File: src/rtl/id_filt_pkg.sv
package id_filt_pkg;

  typedef enum logic {
    SEL_FILTER = 1'b0,
    SEL_MASK   = 1'b1
  } cfg_sel_e;

  // one bit position: relevant only when the mask bit is set
  function automatic logic bit_ok(input logic id_b, input logic flt_b, input logic msk_b);
    return (!msk_b) || (id_b == flt_b);
  endfunction

endpackage

File: src/rtl/id_filt_regs.sv
module id_filt_regs #(
  parameter int ID_W      = 11,
  parameter int NUM_PAIRS = 4,
  parameter int IDX_W     = 2
) (
  input  logic                            clk,
  input  logic                            rst_n,
  input  logic                            cfg_we,
  input  logic                            cfg_sel,
  input  logic [IDX_W-1:0]                cfg_idx,
  input  logic [ID_W-1:0]                 cfg_data,
  output logic [NUM_PAIRS-1:0][ID_W-1:0]  filt_q,
  output logic [NUM_PAIRS-1:0][ID_W-1:0]  mask_q
);
  import id_filt_pkg::*;

  for (genvar p = 0; p < NUM_PAIRS; p++) begin : g_pair
    logic sel_here;
    assign sel_here = cfg_we && (cfg_idx == IDX_W'(p));

    always_ff @(posedge clk) begin
      if (!rst_n) begin
        filt_q[p] <= '0;
        mask_q[p] <= '1;
      end else if (sel_here) begin
        if (cfg_sel == SEL_MASK) mask_q[p] <= cfg_data;
        else                     filt_q[p] <= cfg_data;
      end
    end
  end

endmodule

File: src/rtl/id_filt_cmp.sv
module id_filt_cmp #(
  parameter int ID_W      = 11,
  parameter int NUM_PAIRS = 4
) (
  input  logic [ID_W-1:0]                 id_in,
  input  logic [NUM_PAIRS-1:0][ID_W-1:0]  filt_q,
  input  logic [NUM_PAIRS-1:0][ID_W-1:0]  mask_q,
  output logic [NUM_PAIRS-1:0]            hit_vec
);
  import id_filt_pkg::*;

  for (genvar p = 0; p < NUM_PAIRS; p++) begin : g_pair
    logic [ID_W-1:0] bit_pass;
    for (genvar b = 0; b < ID_W; b++) begin : g_bit
      assign bit_pass[b] = bit_ok(id_in[b], filt_q[p][b], mask_q[p][b]);
    end
    assign hit_vec[p] = &bit_pass;
  end

endmodule

File: src/rtl/id_filt_prio.sv
module id_filt_prio #(
  parameter int NUM_PAIRS = 4,
  parameter int IDX_W     = 2
) (
  input  logic [NUM_PAIRS-1:0] hit_vec,
  output logic                 any_hit,
  output logic [IDX_W-1:0]     low_idx
);

  always_comb begin
    any_hit = |hit_vec;
    low_idx = '0;
    for (int i = NUM_PAIRS - 1; i >= 0; i--) begin
      if (hit_vec[i]) low_idx = IDX_W'(i);
    end
  end

endmodule

File: src/rtl/id_accept_filter.sv
module id_accept_filter #(
  parameter int ID_W      = 11,
  parameter int NUM_PAIRS = 4,
  localparam int IDX_W    = (NUM_PAIRS > 1) ? $clog2(NUM_PAIRS) : 1
) (
  input  logic             clk,
  input  logic             rst_n,
  input  logic             cfg_we,
  input  logic             cfg_sel,
  input  logic [IDX_W-1:0] cfg_idx,
  input  logic [ID_W-1:0]  cfg_data,
  input  logic             id_valid,
  input  logic [ID_W-1:0]  id_in,
  output logic             res_valid,
  output logic             res_accept,
  output logic [IDX_W-1:0] res_index
);

  // named internal events, observed by the bound checker
  logic [NUM_PAIRS-1:0][ID_W-1:0] filt_q;
  logic [NUM_PAIRS-1:0][ID_W-1:0] mask_q;
  logic [NUM_PAIRS-1:0]           hit_vec;
  logic                           any_hit;
  logic [IDX_W-1:0]               low_idx;

  id_filt_regs #(.ID_W(ID_W), .NUM_PAIRS(NUM_PAIRS), .IDX_W(IDX_W)) u_regs (
    .clk      (clk),
    .rst_n    (rst_n),
    .cfg_we   (cfg_we),
    .cfg_sel  (cfg_sel),
    .cfg_idx  (cfg_idx),
    .cfg_data (cfg_data),
    .filt_q   (filt_q),
    .mask_q   (mask_q)
  );

  id_filt_cmp #(.ID_W(ID_W), .NUM_PAIRS(NUM_PAIRS)) u_cmp (
    .id_in   (id_in),
    .filt_q  (filt_q),
    .mask_q  (mask_q),
    .hit_vec (hit_vec)
  );

  id_filt_prio #(.NUM_PAIRS(NUM_PAIRS), .IDX_W(IDX_W)) u_prio (
    .hit_vec (hit_vec),
    .any_hit (any_hit),
    .low_idx (low_idx)
  );

  // the compare uses register contents from before this edge, so a
  // simultaneous write only counts from the next strobe
  always_ff @(posedge clk) begin
    if (!rst_n) begin
      res_valid  <= 1'b0;
      res_accept <= 1'b0;
      res_index  <= '0;
    end else begin
      res_valid <= id_valid;
      if (id_valid) begin
        res_accept <= any_hit;
        res_index  <= low_idx;
      end
    end
  end

endmodule

File: config.mk
export PLATFORM = sky130hd
export DESIGN_NAME = id_accept_filter
export DESIGN_NICKNAME = d
export VERILOG_FILES = /design/src/rtl/id_filt_pkg.sv /design/src/rtl/id_filt_regs.sv /design/src/rtl/id_filt_cmp.sv /design/src/rtl/id_filt_prio.sv /design/src/rtl/id_accept_filter.sv
export SDC_FILE = /design/constraint.sdc
export NUM_CORES = 1
export LEC_CHECK = 0
export BUFFER_PORTS_ARGS = -buffer_cell sky130_fd_sc_hd__clkbuf_2
export CELL_PAD_IN_SITES_DETAIL_PLACEMENT = 1
export CELL_PAD_IN_SITES_GLOBAL_PLACEMENT = 2
export CORE_ASPECT_RATIO = 0.5
export CORE_UTILIZATION = 35
export CTS_CLUSTER_DIAMETER = 200
export DETAILED_ROUTE_END_ITERATION = 7
export PLACE_DENSITY_LB_ADDON = 0.1
export SLEW_MARGIN = 20
export SYNTH_ARGS = -nofsm -noshare
export SYNTH_HDL_FRONTEND = slang
export SYNTH_SLANG_ARGS = --single-unit
export TNS_END_PERCENT = 1
File: constraint.sdc
create_clock -name clk -period 1.8 [get_ports clk]
set_clock_uncertainty 0.05 [all_clocks]
set_input_delay 0.09 -clock clk [delete_from_list [all_inputs] [get_ports clk]]
set_output_delay 0.09 -clock clk [all_outputs]
set_load 0.01 [all_outputs]
==> results of run 1 <==
## cells by family after synthesis
logic type	after synthesis	share of synthesized area, %
AO/OA/AOI/OAI	68	13.58
XOR/XNOR	44	9.571
buffers and inverters	39	3.978
flip-flops	92	45.74
AND/OR/NAND/NOR	261	27.13
## repair_timing
| item | CTS | global route |
|---|---|---|
| pin swaps | 1 | 0 |
| gates resized for setup | 1 | 0 |
| endpoints found under the hold margin | 3 | 0 |
| endpoints found under the setup margin | 3 | 3 |
| hold buffers | 1 | 0 |
| gates cloned | 0 | 0 |
## worst min-delay path, stage by stage
cell	delay, ps
clkbuf_2	170
nand2_1	90
a21boi_1	50
## area by class of cell
cell class / count / area (µm²) / share of cell area, %
Multi-Input combinational cell: 373 / 2024 / 42.86
Sequential cell: 92 / 1843 / 39.02
Timing Repair Buffer: 55 / 347.8 / 7.364
Clock buffer: 11 / 242.7 / 5.139
Tap cell: 145 / 181.4 / 3.841
Clock inverter: 5 / 83.83 / 1.775
## final timing paths
kind	cells after the start	to	from
max	6	res_accept$_SDFFE_PN0P_	u_regs.filt_q[4]$_SDFFE_PN0P_
max reg2reg	6	res_accept$_SDFFE_PN0P_	u_regs.filt_q[4]$_SDFFE_PN0P_
min reg2reg	2	u_regs.filt_q[4]$_SDFFE_PN0P_	u_regs.filt_q[4]$_SDFFE_PN0P_
min	3	u_regs.filt_q[16]$_SDFFE_PN0P_	cfg_data[5]
## cells in the mapped netlist, types with 2 or more instances
library cell	n	share of area, %
a21boi_1	42	7.8
nand2_1	187	17
dfxtp_1	92	46
a221oi_1	4	0.87
clkbuf_2	10	1.2
clkbuf_1	28	2.6
and3_1	2	0.31
nor3_1	2	0.25
nand2b_1	4	0.62
nand3_1	48	6.0
nor2_1	8	0.75
nor2b_1	4	0.62
xor2_1	44	9.6
a21boi_0	2	0.37
a222oi_1	3	0.75
a221oi_2	2	0.75
a22o_1	6	1.3
nand4_1	2	0.31
a22oi_1	5	0.93
## stage by stage
step           instance area, µm²  setup TNS [ps]  power, mW  cells  setup slack [ps]
2_1_floorplan                4026               0      2.411    504             382.0
3_3_place_gp                 4385          -1.283      2.585    664            -1.283
3_5_place_dp                 4385          -3.318      2.588    664            -3.238
4_1_cts                      4723          -6.180      4.697    681            -6.180
5_1_grt                      4723          -198.9      4.818    681            -74.13
6_report                     4723               0      4.642    681             2.605
## power by group
group          internal (mW)  switching [mW]
clock network           1.26           0.842
registers               2.09          0.0338
logic                  0.155           0.258
total                   3.51            1.13
## layer usage
| layer | track usage [%] | vias up | wire (µm) | part of all wire (%) |
|---|---|---|---|---|
| met2 | 32.36 | 63 | 5067 | 40 |
| li1 | - | 1703 | - | - |
| met5 | 0 | - | 0 | 0 |
| met1 | 34.53 | 1678 | 6777 | 54 |
| met3 | 4.693 | 12 | 662 | 5.2 |
| met4 | 5.500 | 0 | 116 | 0.92 |
## cells in the final DEF, fill, tap and decap left out, types with 3 or more instances in the layout
master	Yosys	routed
dfxtp_1	92	91
nand2_1	187	187
xor2_1	44	44
buf_4	0	21
nor2b_1	4	4
nand3_1	48	48
a221oi_1	4	4
a222oi_1	3	3
a22o_1	6	6
a21boi_1	42	42
nor2_1	8	8
clkbuf_16	0	9
nand2b_1	4	4
a22oi_1	5	5
clkbuf_2	10	32
## registers in the layout, summed over array words and instances (netlist names)
name	cells
res_valid	1
u_regs.filt_q	44
res_index	2
res_accept	1
u_regs.mask_q	44
==> results.yml, run 1 <==
outcome:
  outcome: "finished, final reports clean"
setup_path:
  start_kind: "flip-flop"
  path_cells: "xor2_1 > a222oi_1 > and3_1 > o41ai_1 > buf_4 > nand2_1"
  slowest_stage: "a222oi_1"
  reg2reg_setup_slack_ps: 3
  slowest_delay_ps: 640
  crit_path_end_kind: "flip-flop"
  required_ps: 2040
  path_max_fanout: 2
  critPathBufInv: 1
  path_class: "reg2reg"
  cp_top_family: "compound AO/OA/AOI/OAI gates"
  worstPathArrival_ps: 2040
global_route:
  antenna_found_initial: 0
  grt_pass1_wl_mm: 20.09
  grt_pass1_vias: 3451
  grt_max_degree: 77
  grt-ovfl-total: 0
  track_usage_pct: 22.81
route:
  drtAntennaViolNets: 0
  routedWlPerCell_um: 18.54
  via_per_inst: 5.075
  drcViolationCount: 0
  routed-via-count: 3456
  firstDrtPassIters: 4
  routed_wl_mm: 12.62
  drt-initial-drc-count: 227
worst_hold_path:
  hp-class: "in2reg"
synth:
  ys_seq_elements: 92
  synth_area_mm2: 0.004026
  postSynth.asyncResetShare_pct: 0
  synth_nets: 533
  syn_inst: 504
  synth_warnings: 0
  synth_ff_type: "dfxtp_1"
  synth_edf_count: 0
  avgSynthCellArea_um2: 7.989
  synth_cell_types: 28
  ys_seq_area_share_pct: 45.74
sta:
  finalSetupViolCount: 0
  hold_violations: 0
  drv_slew: 0
  holdWs_ps: 53.92
  period_share_pct: 99.86
  relSlewSlack_pct: 36.78
  rsz0062_at_grt: "true"
  max_clock_freq_ghz: 0.5564
  timing.final.crit_period_ps: 1797
  worstMarginPinSlew_ps: 944.8
cts:
  cts_tree: "done"
  cts.clk_slew.worst_paths_ps: 70
  cts_max_level: 3
  cts-root-buf: "clkbuf_16"
  clock-sinks: 92
  cts_setup_buffers: 0
  cts.path.max_buffers: 2
  cts_made_buffers: 9
  clk_latency_ps: 350
final_layout:
  antenna-diode-count: 0
  fillers: 1374
  fin_util_pct: 42.63
  layout-drive-gt1-share_pct: 13.99
  nNetsFinal: 560
  layout-area-overhead-vs-synth_pct: 17.31
pwr:
  power_density_mw_per_mm2: 982.8
  power_leakage_nw: 2.079
  irDropWorstVdd_v: 0.0004737
die:
  core_mm2: 0.01108
  die_area_mm2: 0.01196
  initial_core_util_pct: 36.34
  die_w_um: 153.7
  ios: 33
  rows: 27
  die_y_um: 77.84
run:
  max-cap-violations: 0
placement:
  port-buffer-count: 32
  gp_congestion: 0.7555
  dp.final_hpwl_mm: 9.082
Power figures use the tool's default switching activity.
==> run 2: changes to the inputs <==
- REMOVE_ABC_BUFFERS: not set -> 1
==> run 2 against run 1 <==
Sequential share of layout area rose by 0.39 points. Worst hold slack worse by 32 ps. Sequential power about the same. Design area down 1.1%. Total power increased by 1.2%. Largest power group is now clock.
==> results.yml, run 2 (synthesis gave the netlist of run 1 again) <==
pwr:
  power_density_mw_per_mm2: 1006
  irDropWorstVdd_v: 0.0004018
  p_total_mw: 4.699
  power_leakage_nw: 2.051
final_layout:
  mostFrequentLayoutCells: "187 x nand2_1, 92 x dfxtp_1, 48 x nand3_1"
  nNetsFinal: 553
  stdcell_count: 674
  reg_top3: "u_regs.filt_q: 44 flops, u_regs.mask_q: 44 flops, res_index: 2 flops"
  fillers: 1354
  antenna-diode-count: 0
  layout-area-overhead-vs-synth_pct: 16.07
  final_area_mm2: 0.004673
  layout-drive-gt1-share_pct: 13.23
  layout_commonest_cell: "nand2_1"
  fin_util_pct: 42.17
sta:
  hold_violations: 0
  worstMarginPinSlew_ps: 592.3
  setup_tns_ps: 0
  relSlewSlack_pct: 60.39
  finalSetupViolCount: 0
  period_share_pct: 91.59
  rsz0062_at_grt: "false"
  holdWs_ps: 21.85
  postLayoutSetupSlackWorst_ps: 151.4
  drv_slew: 0
  timing.final.crit_period_ps: 1649
  max_clock_freq_ghz: 0.6066
global_route:
  use_met1_pct: 32.72
  grt_max_degree: 39
  gr-usage-met2_pct: 31.59
  grt-ovfl-total: 0
  grt_pass1_wl_mm: 19.54
  track_usage_pct: 21.76
  grt.busiest_layer: "met1"
  grtUsageMet3_pct: 4.358
  antenna_found_initial: 0
  grt_pass1_vias: 3418
setup_path:
  endpoint: "res_index[0]$_SDFFE_PN0P_"
  path_class: "reg2reg"
  reg2reg_depth: 6
  path_max_fanout: 2
  regToRegEndpoint: "res_index[0]$_SDFFE_PN0P_"
  reg2reg_setup_slack_ps: 150
  crit_path_end_kind: "flip-flop"
  required_ps: 1980
  crit_path_start: "u_regs.filt_q[29]$_SDFFE_PN0P_"
  worstPathArrival_ps: 1830
  start_kind: "flip-flop"
  worstReg2RegStart: "u_regs.filt_q[29]$_SDFFE_PN0P_"
route:
  via_per_inst: 5.096
  routed_wl_mm: 12.01
  drtAntennaViolNets: 0
  firstDrtPassIters: 4
  routed-via-count: 3435
  drt-initial-drc-count: 170
  routedWlPerCell_um: 17.82
  drcViolationCount: 0
cts:
  cts_setup_buffers: 0
  clk_latency_ps: 340
  cts-root-buf: "clkbuf_16"
  cts_max_level: 3
  cts_resized: 0
  hold_buffers: 0
  cts_made_buffers: 9
  cts_tree: "done"
  cts.path.max_buffers: 2
  clock-sinks: 92
  cts.clk_slew.worst_paths_ps: 70
die:
  core_mm2: 0.01108
  die_y_um: 77.84
  die_w_um: 153.7
  die_area_mm2: 0.01196
  ios: 33
  initial_core_util_pct: 36.34
  rows: 27
placement:
  placed_cells: 658
  dp_slack_ps: 150.1
  dp.final_hpwl_mm: 9.012
  gp_congestion: 0.7747
  port-buffer-count: 32
  placement.cell_area_mm2: 0.004328
worst_hold_path:
  min_delay_path_depth: 4
  hp-class: "in2reg"
outcome:
  outcome: "finished, final reports clean"
run:
  max-cap-violations: 0
run 2: changes by cell type in the layout (fill, tap and decap cells not counted), sizes merged:
cell	previous run	this run
buf	22	16
clkbuf	43	41
clkinv	0	2
bufinv	2	3
dlygate4sd3	1	0
inv	1	0
run 2: report_power, final:
part / internal (mW) / switching [mW] / leakage (nW)
registers: 2.09 / 0.0346 / 0.748
clock network: 1.35 / 0.818 / 0.161
logic: 0.147 / 0.254 / 1.14
total: 3.59 / 1.11 / 2.05
run 2: worst min-delay path by stage:
stage / slack [ps] / from / endpoint
6_report: 20 / id_valid / res_accept$_SDFFE_PN0P_
5_1_grt: 50 / id_valid / res_valid$_SDFF_PN0_
4_1_cts: 4 / id_valid / res_accept$_SDFFE_PN0P_
3_5_place_dp: 370 / id_valid / res_accept$_SDFFE_PN0P_
3_3_place_gp: 360 / id_valid / res_accept$_SDFFE_PN0P_
2_1_floorplan: 110 / rst_n / u_regs.mask_q[0]$_SDFFE_PN1P_
run 2: cell type report:
type	count	area (µm²)	area share (%)
sequential	92	1842	39.41
timing repair buffer	48	280.3	5.997
clock buffer	9	225.2	4.819
multi-input combinational	373	2029	43.43
tap	145	181.4	3.882
clock inverter	7	115.1	2.463
run 2: layer usage:
layer | wire length (µm) | vias to the layer above | part of all wire [%]
met5 | 0 | - | 0
met4 | 81 | 0 | 0.67
met3 | 392 | 9 | 3.3
met2 | 4836 | 44 | 40
met1 | 6701 | 1695 | 56
li1 | - | 1687 | -
run 2: worst max-delay path: stages, from the launching register on:
cell	delay, ps
dfxtp_1	320
xor2_1	160
a22oi_1	250
nand4_1	240
or2_0	310
a21oi_1	140
o21ai_1	70
==> run 3: changes to the inputs <==
- clock period: 1.8 -> 1.6 ns (I/O delays scaled with it)
==> run 3 against run 2 <==
Maximum frequency grew 3.6%. Register-to-register slack worse by 140 ps. Clock power hardly changed. Critical path type unchanged.
==> results.yml, run 3 (synthesis gave the netlist of run 1 again) <==
route:
  firstDrtPassIters: 5
  drt-initial-drc-count: 172
  routed-via-count: 3413
  drcViolationCount: 0
  via_per_inst: 5.004
  drtAntennaViolNets: 0
  routed_wl_mm: 12.30
  routedWlPerCell_um: 18.04
die:
  initial_core_util_pct: 36.34
  ios: 33
  die_y_um: 77.84
  rows: 27
  die_area_mm2: 0.01196
  core_mm2: 0.01108
  die_w_um: 153.7
sta:
  drv_slew: 0
  timing.final.crit_period_ps: 1591
  hold_violations: 0
  period_share_pct: 99.42
  max_clock_freq_ghz: 0.6286
  finalSetupViolCount: 0
  relSlewSlack_pct: 64.46
  worstMarginPinSlew_ps: 531.8
  setup_tns_ps: 0
  rsz0062_at_grt: "true"
cts:
  cts_setup_buffers: 0
  cts_made_buffers: 9
  cts_tree: "done"
  clock-sinks: 92
  cts.clk_slew.worst_paths_ps: 70
  clk_latency_ps: 340
  cts_max_level: 3
  cts-root-buf: "clkbuf_16"
  cts.path.max_buffers: 2
worst_hold_path:
  hp-class: "in2reg"
final_layout:
  seqCellArea_mm2: 0.001847
  reg_top3: "u_regs.filt_q: 44 flops, u_regs.mask_q: 44 flops, res_index: 2 flops"
  antenna-diode-count: 0
  layout-drive-gt1-share_pct: 16.76
  fillers: 1344
  multiInputGateArea_mm2: 0.002081
  layout-area-overhead-vs-synth_pct: 18.33
  layout_commonest_cell: "nand2_1"
  final_area_mm2: 0.004765
  nNetsFinal: 561
  mostFrequentLayoutCells: "187 x nand2_1, 88 x dfxtp_1, 48 x nand3_1"
setup_path:
  path_max_fanout: 3
  endpoint: "res_index[0]$_SDFFE_PN0P_"
  reg2reg_depth: 6
  start_kind: "flip-flop"
  regToRegEndpoint: "res_index[0]$_SDFFE_PN0P_"
  path_class: "reg2reg"
  required_ps: 1820
  crit_path_start: "u_regs.filt_q[12]$_SDFFE_PN0P_"
  worstPathArrival_ps: 1810
  reg2reg_setup_slack_ps: 9
  worstReg2RegStart: "u_regs.filt_q[12]$_SDFFE_PN0P_"
  crit_path_end_kind: "flip-flop"
pwr:
  p_sw_mw: 1.250
  combPwrFrac_pct: 9.5
  power_density_mw_per_mm2: 1058
  power.internal_mw: 3.791
  irDropWorstVdd_v: 0.0004609
  power.share.clock_pct: 43.0
  swShare_pct: 24.79
  seqPwrFrac_pct: 47.5
  power_leakage_nw: 2.092
placement:
  port-buffer-count: 32
  dp.final_hpwl_mm: 8.864
  gp_congestion: 0.7830
  placement.cell_area_mm2: 0.004400
global_route:
  grt-ovfl-total: 0
  antenna_found_initial: 0
  track_usage_pct: 22.40
  grt_pass1_vias: 3540
  grt_pass1_wl_mm: 20.04
  grt_max_degree: 54
run:
  max-cap-violations: 0
outcome:
  outcome: "finished, final reports clean"
run 3: cell count changes in the layout (fill, tap and decap cells not counted), moves of 2 or more:
cell       before  now
buf_4          16   23
dfxtp_1        92   88
dfxtp_2         0    4
a221oi_1        4    1
a221oi_2        2    5
a22oi_1         4    2
a22oi_2         1    3
bufinv_16       3    1
run 3: per-stage QoR:
| stage | utilization, % | setup slack, ps | hold slack (ps) | power (mW) | std cells |
|---|---|---|---|---|---|
| 2_1_floorplan | - | 182.0 | 101.8 | 2.647 | 465 |
| 3_3_place_gp | 39.71 | -15.43 | 372.7 | 2.910 | 666 |
| 3_5_place_dp | 39.71 | -28.83 | 377.3 | 2.914 | 666 |
| 4_1_cts | 42.66 | -8.118 | 19.67 | 5.106 | 682 |
| 5_1_grt | 43.00 | -64.69 | 32.40 | 5.277 | 682 |
| 6_report | 43.00 | 9.229 | 28.86 | 5.040 | 682 |
run 3: power groups by stage:
stage | registers (mW) | clock network [mW] | logic [mW]
after floorplan | 2.43 | 0 | 0.212
final | 2.39 | 2.17 | 0.480
after global placement | 2.44 | 0 | 0.467
after detailed placement | 2.44 | 0 | 0.471
after global routing | 2.40 | 2.34 | 0.534
after CTS | 2.39 | 2.23 | 0.480
run 3: final cells by class:
class                   instances  area share (%)
multi-input cells             373           43.67
clock buffers                  10           5.016
repair buffers                 56           7.405
well taps                     145           3.808
clock inverters                 6           1.339
flip-flops and latches         92           38.76
run 3: how the worst min path moves through the flow:
stage          slack, ps  cells after the start      from                            end
5_1_grt               30                      4  id_valid      res_index[0]$_SDFFE_PN0P_
3_5_place_dp         380                      4  id_valid        res_accept$_SDFFE_PN0P_
4_1_cts               20                      4  id_valid        res_accept$_SDFFE_PN0P_
3_3_place_gp         370                      4  id_valid        res_accept$_SDFFE_PN0P_
6_report              30                      4  id_valid        res_accept$_SDFFE_PN0P_
2_1_floorplan        100                      1     rst_n  u_regs.mask_q[0]$_SDFFE_PN1P_
run 3: routing by layer:
| metal | up-vias | global-route usage (%) | wire length, µm |
|---|---|---|---|
| met5 | - | 0 | 0 |
| met4 | 0 | 4.600 | 46 |
| met3 | 4 | 4.246 | 574 |
| met2 | 64 | 32.36 | 4965 |
| met1 | 1640 | 33.97 | 6714 |
| li1 | 1705 | - | - |
run 3: critical path, cell delays in order (launching register included):
cell	delay (ps)
dfxtp_1	320
xor2_1	160
a22o_1	250
a221oi_1	250
and3_1	300
a21oi_1	60
o21ai_1	120
run 3: what timing repair did:
| item | in CTS | in global routing |
|---|---|---|
| pin swaps | 5 | 11 |
| hold buffers | 0 | 0 |
| resized for setup | 4 | 9 |
| endpoints found under the setup margin | 3 | 3 |
